**src/rtl/ppg_pkg.sv**
```systemverilog
package ppg_pkg;
   localparam int NCH         = 2;
   localparam int PINS_PER_CH = 2;
   localparam int SEL_W       = 3;
   localparam int CTRL_ADDR   = 4;
   localparam int FLAG_ADDR   = 5;

   typedef struct packed {
      logic [SEL_W-1:0] div_sel;
      logic             chain;
   } ctrl_t;
endpackage

```
**src/rtl/ppg_prescaler.sv**
```systemverilog
module ppg_prescaler #(
   parameter int PRE_LOG = 4,
   parameter int SEL_W   = 3
) (
   input  logic             clk,
   input  logic             rst,
   input  logic [SEL_W-1:0] div_sel,
   output logic             tick
);
   logic [PRE_LOG-1:0] cnt_q;
   logic [PRE_LOG-1:0] mask;
   int                 shift;

   if (PRE_LOG < 1) begin : g_bad_log
      $error("PRE_LOG must be at least 1");
   end

   always_comb begin
      shift = (int'(div_sel) > PRE_LOG) ? PRE_LOG : int'(div_sel);
      for (int i = 0; i < PRE_LOG; i++) mask[i] = (i < shift);
   end

   always_ff @(posedge clk) begin
      if (rst) cnt_q <= '0;
      else     cnt_q <= cnt_q + 1'b1;
   end

   assign tick = ((cnt_q & mask) == mask);
endmodule

```
**src/rtl/ppg_core.sv**
```systemverilog
module ppg_core #(
   parameter int W = 8
) (
   input  logic         clk,
   input  logic         rst,
   input  logic         run,
   input  logic         tick,
   input  logic [W-1:0] lo_val,
   input  logic [W-1:0] hi_val,
   output logic         hi_lvl,
   output logic         lo_lvl,
   output logic         per_end
);
   logic         active_q;
   logic         phase_q;
   logic [W-1:0] cnt_q;
   logic [W-1:0] hi_sh_q;
   logic         at_zero;

   if (W < 2) begin : g_bad_w
      $error("counter width must be at least 2");
   end

   assign at_zero = (cnt_q == '0);

   always_ff @(posedge clk) begin
      if (rst) begin
         active_q <= 1'b0;
         phase_q  <= 1'b0;
         cnt_q    <= '0;
         hi_sh_q  <= '0;
      end else if (!run) begin
         active_q <= 1'b0;
         phase_q  <= 1'b0;
      end else if (!active_q) begin
         active_q <= 1'b1;
         phase_q  <= 1'b0;
         cnt_q    <= lo_val;
         hi_sh_q  <= hi_val;
      end else if (tick) begin
         if (!at_zero) begin
            cnt_q <= cnt_q - 1'b1;
         end else if (!phase_q) begin
            phase_q <= 1'b1;
            cnt_q   <= hi_sh_q;
         end else begin
            phase_q <= 1'b0;
            cnt_q   <= lo_val;
            hi_sh_q <= hi_val;
         end
      end
   end

   assign hi_lvl  = active_q & phase_q;
   assign lo_lvl  = active_q & ~phase_q;
   assign per_end = run & active_q & tick & at_zero & phase_q;
endmodule

```
**src/rtl/ppg_timer.sv**
```systemverilog
module ppg_timer
   import ppg_pkg::*;
#(
   parameter int CH_W     = 8,
   parameter int PRE_LOG  = 4,
   parameter int ADDR_W   = 3,
   parameter bit CHAIN_EN = 1'b1
) (
   input  logic                        clk,
   input  logic                        rst,
   input  logic                        wr_en,
   input  logic [ADDR_W-1:0]           wr_addr,
   input  logic [CH_W-1:0]             wr_data,
   input  logic [NCH-1:0]              run_en,
   input  logic [NCH*PINS_PER_CH-1:0]  out_en,
   output logic [NCH*PINS_PER_CH-1:0]  pulse_out,
   output logic [NCH-1:0]              irq
);
   localparam int NPIN = NCH * PINS_PER_CH;
   localparam int CW2  = 2 * CH_W;

   if (CH_W < SEL_W + 1) begin : g_bad_cw
      $error("data width too small for control byte");
   end
   if ((1 << ADDR_W) <= FLAG_ADDR) begin : g_bad_aw
      $error("address width too small for register map");
   end

   logic [CH_W-1:0] lo_q [NCH];
   logic [CH_W-1:0] hi_q [NCH];
   ctrl_t           ctrl_q;
   logic [NCH-1:0]  flag_q;
   logic            tick;
   logic            chain_on;
   logic [NCH-1:0]  hi8, lo8, end8, pend;
   logic            hi16, lo16, end16;

   assign chain_on = CHAIN_EN && ctrl_q.chain;

   always_ff @(posedge clk) begin
      if (rst) begin
         for (int k = 0; k < NCH; k++) begin
            lo_q[k] <= '0;
            hi_q[k] <= '0;
         end
         ctrl_q <= '0;
      end else if (wr_en) begin
         for (int k = 0; k < NCH; k++) begin
            if (int'(wr_addr) == 2 * k)     lo_q[k] <= wr_data;
            if (int'(wr_addr) == 2 * k + 1) hi_q[k] <= wr_data;
         end
         if (int'(wr_addr) == CTRL_ADDR) ctrl_q <= wr_data[SEL_W:0];
      end
   end

   ppg_prescaler #(.PRE_LOG(PRE_LOG), .SEL_W(SEL_W)) u_pre (
      .clk(clk), .rst(rst), .div_sel(ctrl_q.div_sel), .tick(tick)
   );

   for (genvar k = 0; k < NCH; k++) begin : g_ch
      ppg_core #(.W(CH_W)) u_core (
         .clk(clk), .rst(rst), .run(run_en[k] & ~chain_on), .tick(tick),
         .lo_val(lo_q[k]), .hi_val(hi_q[k]),
         .hi_lvl(hi8[k]), .lo_lvl(lo8[k]), .per_end(end8[k])
      );
      assign pulse_out[PINS_PER_CH*k]   = out_en[PINS_PER_CH*k]   & (chain_on ? hi16 : hi8[k]);
      assign pulse_out[PINS_PER_CH*k+1] = out_en[PINS_PER_CH*k+1] & (chain_on ? lo16 : lo8[k]);
      assign pend[k] = chain_on ? ((k == 0) ? end16 : 1'b0) : end8[k];
   end

   if (CHAIN_EN) begin : g_chain
      logic [CW2-1:0] lo_cat, hi_cat;
      assign lo_cat = {lo_q[1], lo_q[0]};
      assign hi_cat = {hi_q[1], hi_q[0]};
      ppg_core #(.W(CW2)) u_core16 (
         .clk(clk), .rst(rst), .run(run_en[0] & chain_on), .tick(tick),
         .lo_val(lo_cat), .hi_val(hi_cat),
         .hi_lvl(hi16), .lo_lvl(lo16), .per_end(end16)
      );
   end else begin : g_nochain
      assign hi16  = 1'b0;
      assign lo16  = 1'b0;
      assign end16 = 1'b0;
   end

   always_ff @(posedge clk) begin
      if (rst) begin
         flag_q <= '0;
      end else begin
         for (int k = 0; k < NCH; k++) begin
            if (pend[k])
               flag_q[k] <= 1'b1;
            else if (wr_en && int'(wr_addr) == FLAG_ADDR && !wr_data[k])
               flag_q[k] <= 1'b0;
         end
      end
   end

   assign irq = flag_q;
endmodule

```
**config.mk**
```make
export PLATFORM = sky130hd
export DESIGN_NAME = ppg_timer
export DESIGN_NICKNAME = d
export VERILOG_FILES = /design/src/rtl/ppg_pkg.sv /design/src/rtl/ppg_prescaler.sv /design/src/rtl/ppg_core.sv /design/src/rtl/ppg_timer.sv
export SDC_FILE = /design/constraint.sdc
export NUM_CORES = 1
export LEC_CHECK = 0
export ABC_AREA = 1
export CAP_MARGIN = 30
export CORE_ASPECT_RATIO = 1.25
export CORE_MARGIN = 2
export CORE_UTILIZATION = 55
export CTS_BUF_LIST = sky130_fd_sc_hd__clkbuf_16
export CTS_CLUSTER_SIZE = 14
export DETAILED_ROUTE_END_ITERATION = 16
export DONT_BUFFER_PORTS = 1
export GPL_TIMING_DRIVEN = 0
export PLACE_DENSITY = 0.77
export REMOVE_ABC_BUFFERS = 1
export SYNTH_ARGS = -nofsm -noshare
export SYNTH_HDL_FRONTEND = slang
export SYNTH_HIERARCHICAL = 1
export SYNTH_SLANG_ARGS = --single-unit
```
**constraint.sdc**
```tcl
create_clock -name clk -period 3.3 [get_ports clk]
set_input_delay 0 -clock clk [delete_from_list [all_inputs] [get_ports clk]]
set_output_delay 0 -clock clk [all_outputs]
set_load 0.01 [all_outputs]
```
**After elaboration in Yosys (flattened, before gate mapping)**

Memory sizes are Yosys's and may differ from the RTL's.
Cells that the tools add are included.

- Magnitude comparators: 5
- Eq/ne operators: 15
- Reduce and logical (&&, ||, !) cells: 24
- $add $sub $neg: 4
- Bitwise operators: 40
- Multiplexer cells: 63

Operators with widths:

| cell | number |
|---|---|
| $mux 8 | 20 |
| $mux 16 | 8 |
| $lt 3x32->1 const A | 2 |
| $mux 1 | 34 |
| $lt 1x32->1 const A | 1 |
| $lt 2x32->1 const A | 1 |
| $and 1x1->1 | 25 |
| $logic_not 16->1 | 1 |
| $logic_not 8->1 | 2 |
| $ne 2x2->1 const B | 8 |
| $sub 16x1->16 const B | 1 |
| $sub 8x1->8 const B | 2 |
| $reduce_and 2->1 | 7 |
| $eq 3x3->1 const B | 4 |
| $reduce_and 4->1 | 3 |
| $not 1->1 | 10 |
| $reduce_or 3->1 | 3 |
| $add 4x1->4 const B | 1 |
| $and 4x4->4 | 1 |
| $eq 4x4->1 | 1 |
| $or 1x1->1 | 4 |
| $reduce_bool 2->1 | 2 |
| $eq 3x2->1 const B | 1 |
| $gt 3x3->1 const B | 1 |
| 5 further kinds | 8 |

- Output and inout port bits: 6
- Register bits after elaboration: 80
- Memories: 2
- Memory bits (writable): 32

Memories:

| name | depth | width | read ports | clocked after memory_dff | wr ports | line | RTL |
|---|---|---|---|---|---|---|---|
| hi_q | 2 | 8 | 2 | 0 | 2 | ppg_timer.sv:30 | `logic [CH_W-1:0] hi_q [NCH];` |
| lo_q | 2 | 8 | 2 | 0 | 2 | ppg_timer.sv:29 | `logic [CH_W-1:0] lo_q [NCH];` |

**Depth between registers and ports, before layout**

- Word-level depth: 10
- Depth in mapped cells: 13
- Mapped depth without buffers: 12

**Cells and area by module**

Netlist, hierarchy kept.

Modules (own cells, without submodules):

| module | cells each | sequential area each (sq um) | instances | area an instance (sq um) |
|---|---|---|---|---|
| ppg_core at g_ch[0].u_core ... | 163 | 360.3 | 2 | 1112.3 |
| ppg_core at g_chain.u_core16 | 348 | 680.7 | 1 | 2154.6 |
| ppg_timer | 122 | 1081.0 | 1 | 1475.2 |
| ppg_prescaler | 29 | 80.1 | 1 | 198.9 |

**Least setup slack after synthesis**

No wires, ideal clock.

- Kind: register to register
- From: register u_pre.cnt_q[0]
- To: register g_chain.u_core16.cnt_q[11]
- Arrival: 1.722 ns
- Buffers on the path: 1
- Required time: 3.230 ns
- Cell stages (with the launch flop): 14
- Library setup time: 0.070 ns
- Slack: 1.508 ns
- Period minus slack after synthesis: 1.792 ns
- Cell sequence: dfxtp_1 nand2_1 inv_1 nand2_1 nand2_1 nand2_1 inv_1 inv_1 a21oi_2 inv_1 clkbuf_1 a21oi_1 nand2_1 a21oi_1

- Longest elaborated chain between the ends: 4

RTL lines:

| what | line | RTL |
|---|---|---|
| from (decl) | ppg_prescaler.sv:10 | `logic [PRE_LOG-1:0] cnt_q;` |
| from (signal assigned) | ppg_prescaler.sv:25 | `else cnt_q <= cnt_q + 1'b1;` |
| $and 4x4->4 | ppg_prescaler.sv:28 | `assign tick = ((cnt_q & mask) == mask);` |
| $eq 4x4->1 | ppg_prescaler.sv:28 |  |
| named net tick | ppg_timer.sv:33 | `logic tick;` |
| $ne 2x2->1 (no source line) | -- |  |
| $reduce_and 2->1 (no source line) | -- |  |
| to (signal assigned) | ppg_core.sv:38 | `cnt_q <= lo_val;` |
| to (signal assigned) | ppg_core.sv:42 | `cnt_q <= cnt_q - 1'b1;` |
| to (signal assigned) | ppg_core.sv:45 | `cnt_q <= hi_sh_q;` |
| to (decl) | ppg_core.sv:16 | `logic [W-1:0] cnt_q;` |

The timed path passes the listed nets, and every way through them passes these cells.
A chain may end at the register's enable or synchronous reset.

**Final worst setup path**

- From: register u_pre.cnt_q[0]
- To: register g_chain.u_core16.cnt_q[8]

The elaborated chain is that of the path after synthesis.

==> metrics <==
antenna violations before repair 0; Die Y-Extent 121.3 µm; setup_tns 0 ps; Synth Area in Adders 0.01447; first-pass GRT wire length 24560 µm; share of layout cells above drive strength 1 0.09507; GRT Residual Overflow 0; largest net degree at the start of global routing 29; cell row count 42; Vias 5512; Die X 97.84 µm; drt total wl 15360 µm; nets@finish 853; maxcap violations 0; area grow syn2layout 7.917%; number of hold violations in the final report 0; total CTS buffers 9; Tmin final 2807 ps; Crit Path Max Fanout 20; Synth Area in XOR/XNOR 0.008681; WP data required 3530 ps; port buffer count 0; CP arrival between 3000 and 4000 ps; Setup CP Type flop to flop; period utilization 0.8505; TritonRoute pass-1 iters 5; Post-CTS Resized 0; vias in the first global route 5037; clk sink count 112; Initial Utilization 0.5674; Cells after DPL 928; # diodes 0; post-synthesis compound-gate area fraction 0.1804; critical path startpoint category flop; GRT Overall Usage 0.2603; worst slew pin tran 1058 ps; distinct cell type count after synthesis 44; hold buffer count at cts 17; Design Power 3202 µW; total core area 10670 µm²; Ports 26; Peak Freq 0.3563 GHz; mux contribution to synthesized area 0; unrepaired setup endpoints after global routing no; Root Buffer clkbuf_16; DIE AREA 11870 µm²; Slew Viols, Final 0; largest family of logic cells by synthesized area simple AND/OR/NAND/NOR gates; Clock Latency Late Sink 350 ps; GPL Wtd Cong around 0.86; endpoints failing setup 0; CTS Buffer Depth 2; CTS tree yes; Routed WL per cell 15.95 µm; DP Wirelength 10490 µm; post-route ant nets 0; First DRT Iteration DRCs 472; post-synthesis register bit count approximately 110; Vias/cell between 5 and 6; Slew headroom 0.2926; status complete, no violations; Power Density 490.1 nW/µm²; crit path capture type flop; H-tree level count 3; clk_skew 8.035 ps; P_leak 0.002702 µW; min-delay worst type input pin to flop; Mapped Area approximately 6000 µm²; Post-Synth Simple-Gate Area 0.2840; Synth Instances between 800 and 900; yosys warns 6; DRC 0; final cell count without fillers 963; post-layout util 0.6124; post-synthesis sequential area ratio 0.4233; Syn Area/Cell 7.337 µm²; Max VDD drop 385.4 µV; number of post-CTS setup repair buffers 0; Clock transition at path regs 70 ps
==> worst paths after layout <==
path / endpoint / cells after the start / start / slack (ps)
hold reg to reg: g_ch[0].u_core/hi_sh_q[3] / 2 / g_ch[0].u_core/hi_sh_q[3] / 450
hold / removal: lo_q[0][8] / 2 / wr_addr[1] / 10
setup reg to reg: g_chain.u_core16/cnt_q[8] / 11 / u_pre/cnt_q[0] / 490
setup / recovery: g_chain.u_core16/cnt_q[8] / 11 / u_pre/cnt_q[0] / 490
==> critical path, stage by stage (launching register included) <==
cell and delay (ps):
dfxtp_1 370, nand2_1 110, inv_1 110, nand2_1 60
nand2_1 50, nand2_1 40, inv_1 370, inv_1 140
a21oi_2 550, inv_1 460, a21oi_1 280, a21oi_1 110
==> synthesized netlist by cell type, drive strengths merged <==
library cell,n,share of area
nor2,122,0.089
clkinv,3,0.0023
nor3,4,0.0033
o22ai,1,0.0010
and3,1,0.0010
nand3,55,0.049
nand2,182,0.12
xor2,2,0.0029
buf,17,0.021
o21bai,3,0.0043
or2,8,0.0083
o211ai,13,0.016
nand4,9,0.0093
o21ai,84,0.076
ha,7,0.014
inv,90,0.058
xnor2,4,0.0058
a211oi,1,0.0012
a21oi,88,0.077
dfxtp,80,0.26
edfxtp,32,0.16
a21boi,4,0.0050
nand3b,3,0.0037
clkbuf,12,0.0074
==> per-stage QoR <==
step | hold WS, ps | instance area, µm² | worst slack [ps]
final | 12.74 | 6533 | 493.4
after global routing | 30.59 | 6533 | 239.7
after CTS | 9.504 | 6523 | 512.6
after detailed placement | 75.42 | 6046 | 556.9
after global placement | 70.54 | 6046 | 632.6
after floorplan | 66.69 | 5881 | 1265
==> report_power, final <==
group	internal, µW	total (µW)	switching, µW	leakage [µW]
Clock	578	1100	522	0.000151
Sequential	1490	1580	82.3	0.000964
Combinational	181	525	344	0.00159
==> flip-flops by register name (all words and copies together), names as in the netlist <==
signal / cells
g_ch.u_core/cnt_q: 16
g_ch.u_core/hi_sh_q: 16
g_chain.u_core16/cnt_q: 16
g_chain.u_core16/hi_sh_q: 16
hi_q: 16
lo_q: 16
u_pre/cnt_q: 4
ctrl_q: 3
g_ch.u_core/active_q: 2
g_ch.u_core/phase_q: 2
irq: 2
chain_on: 1
g_chain.u_core16/active_q: 1
g_chain.u_core16/phase_q: 1
==> metal layers <==
metal / track usage / vias up / wire [µm]
li1: - / 2713 / -
met1: 0.3210 / 2527 / 6188
met2: 0.4469 / 225 / 7635
met3: 0.04147 / 47 / 971
met4: 0.1189 / 0 / 563
met5: 0 / - / 0
==> kinds of logic (layout without fill, tap and decap cells) <==
family          Yosys count  count (layout)
flops                   112             112
simple gates            384             384
buf+inv                 122             128
compound gates          194             194
fa+ha+maj                 7               7
xor+xnor                  6               6
==> final cells by class <==
cell class	count	area, µm²
Tap cell	132	165.2
Clock buffer	10	250.2
Multi-Input combinational cell	591	2952
Sequential cell	112	2562
Fill cell	901	4135
Inverter	93	366.6
Timing Repair Buffer	19	180.2
Clock inverter	6	56.30
==> placed cells by master, fill, tap and decap left out, types with 3 or more instances in the layout <==
master,n
o211ai_1,13
o21ai_0,62
inv_1,82
dfxtp_1,80
nand3b_1,3
nor2_1,105
inv_2,3
inv_8,3
nand2_1,171
o21ai_2,4
clkbuf_16,10
a21oi_2,7
a21boi_1,3
nand2_4,3
xnor2_1,4
edfxtp_1,32
nor3_1,4
ha_1,7
nand4_1,9
or2_2,6
nor2_2,9
nand3_1,52
nand2_2,8
inv_4,5
nor2_4,8
o21ai_1,16
dlygate4sd3_1,17
a21oi_1,81
No activity file was read; power rests on OpenSTA's default activity.
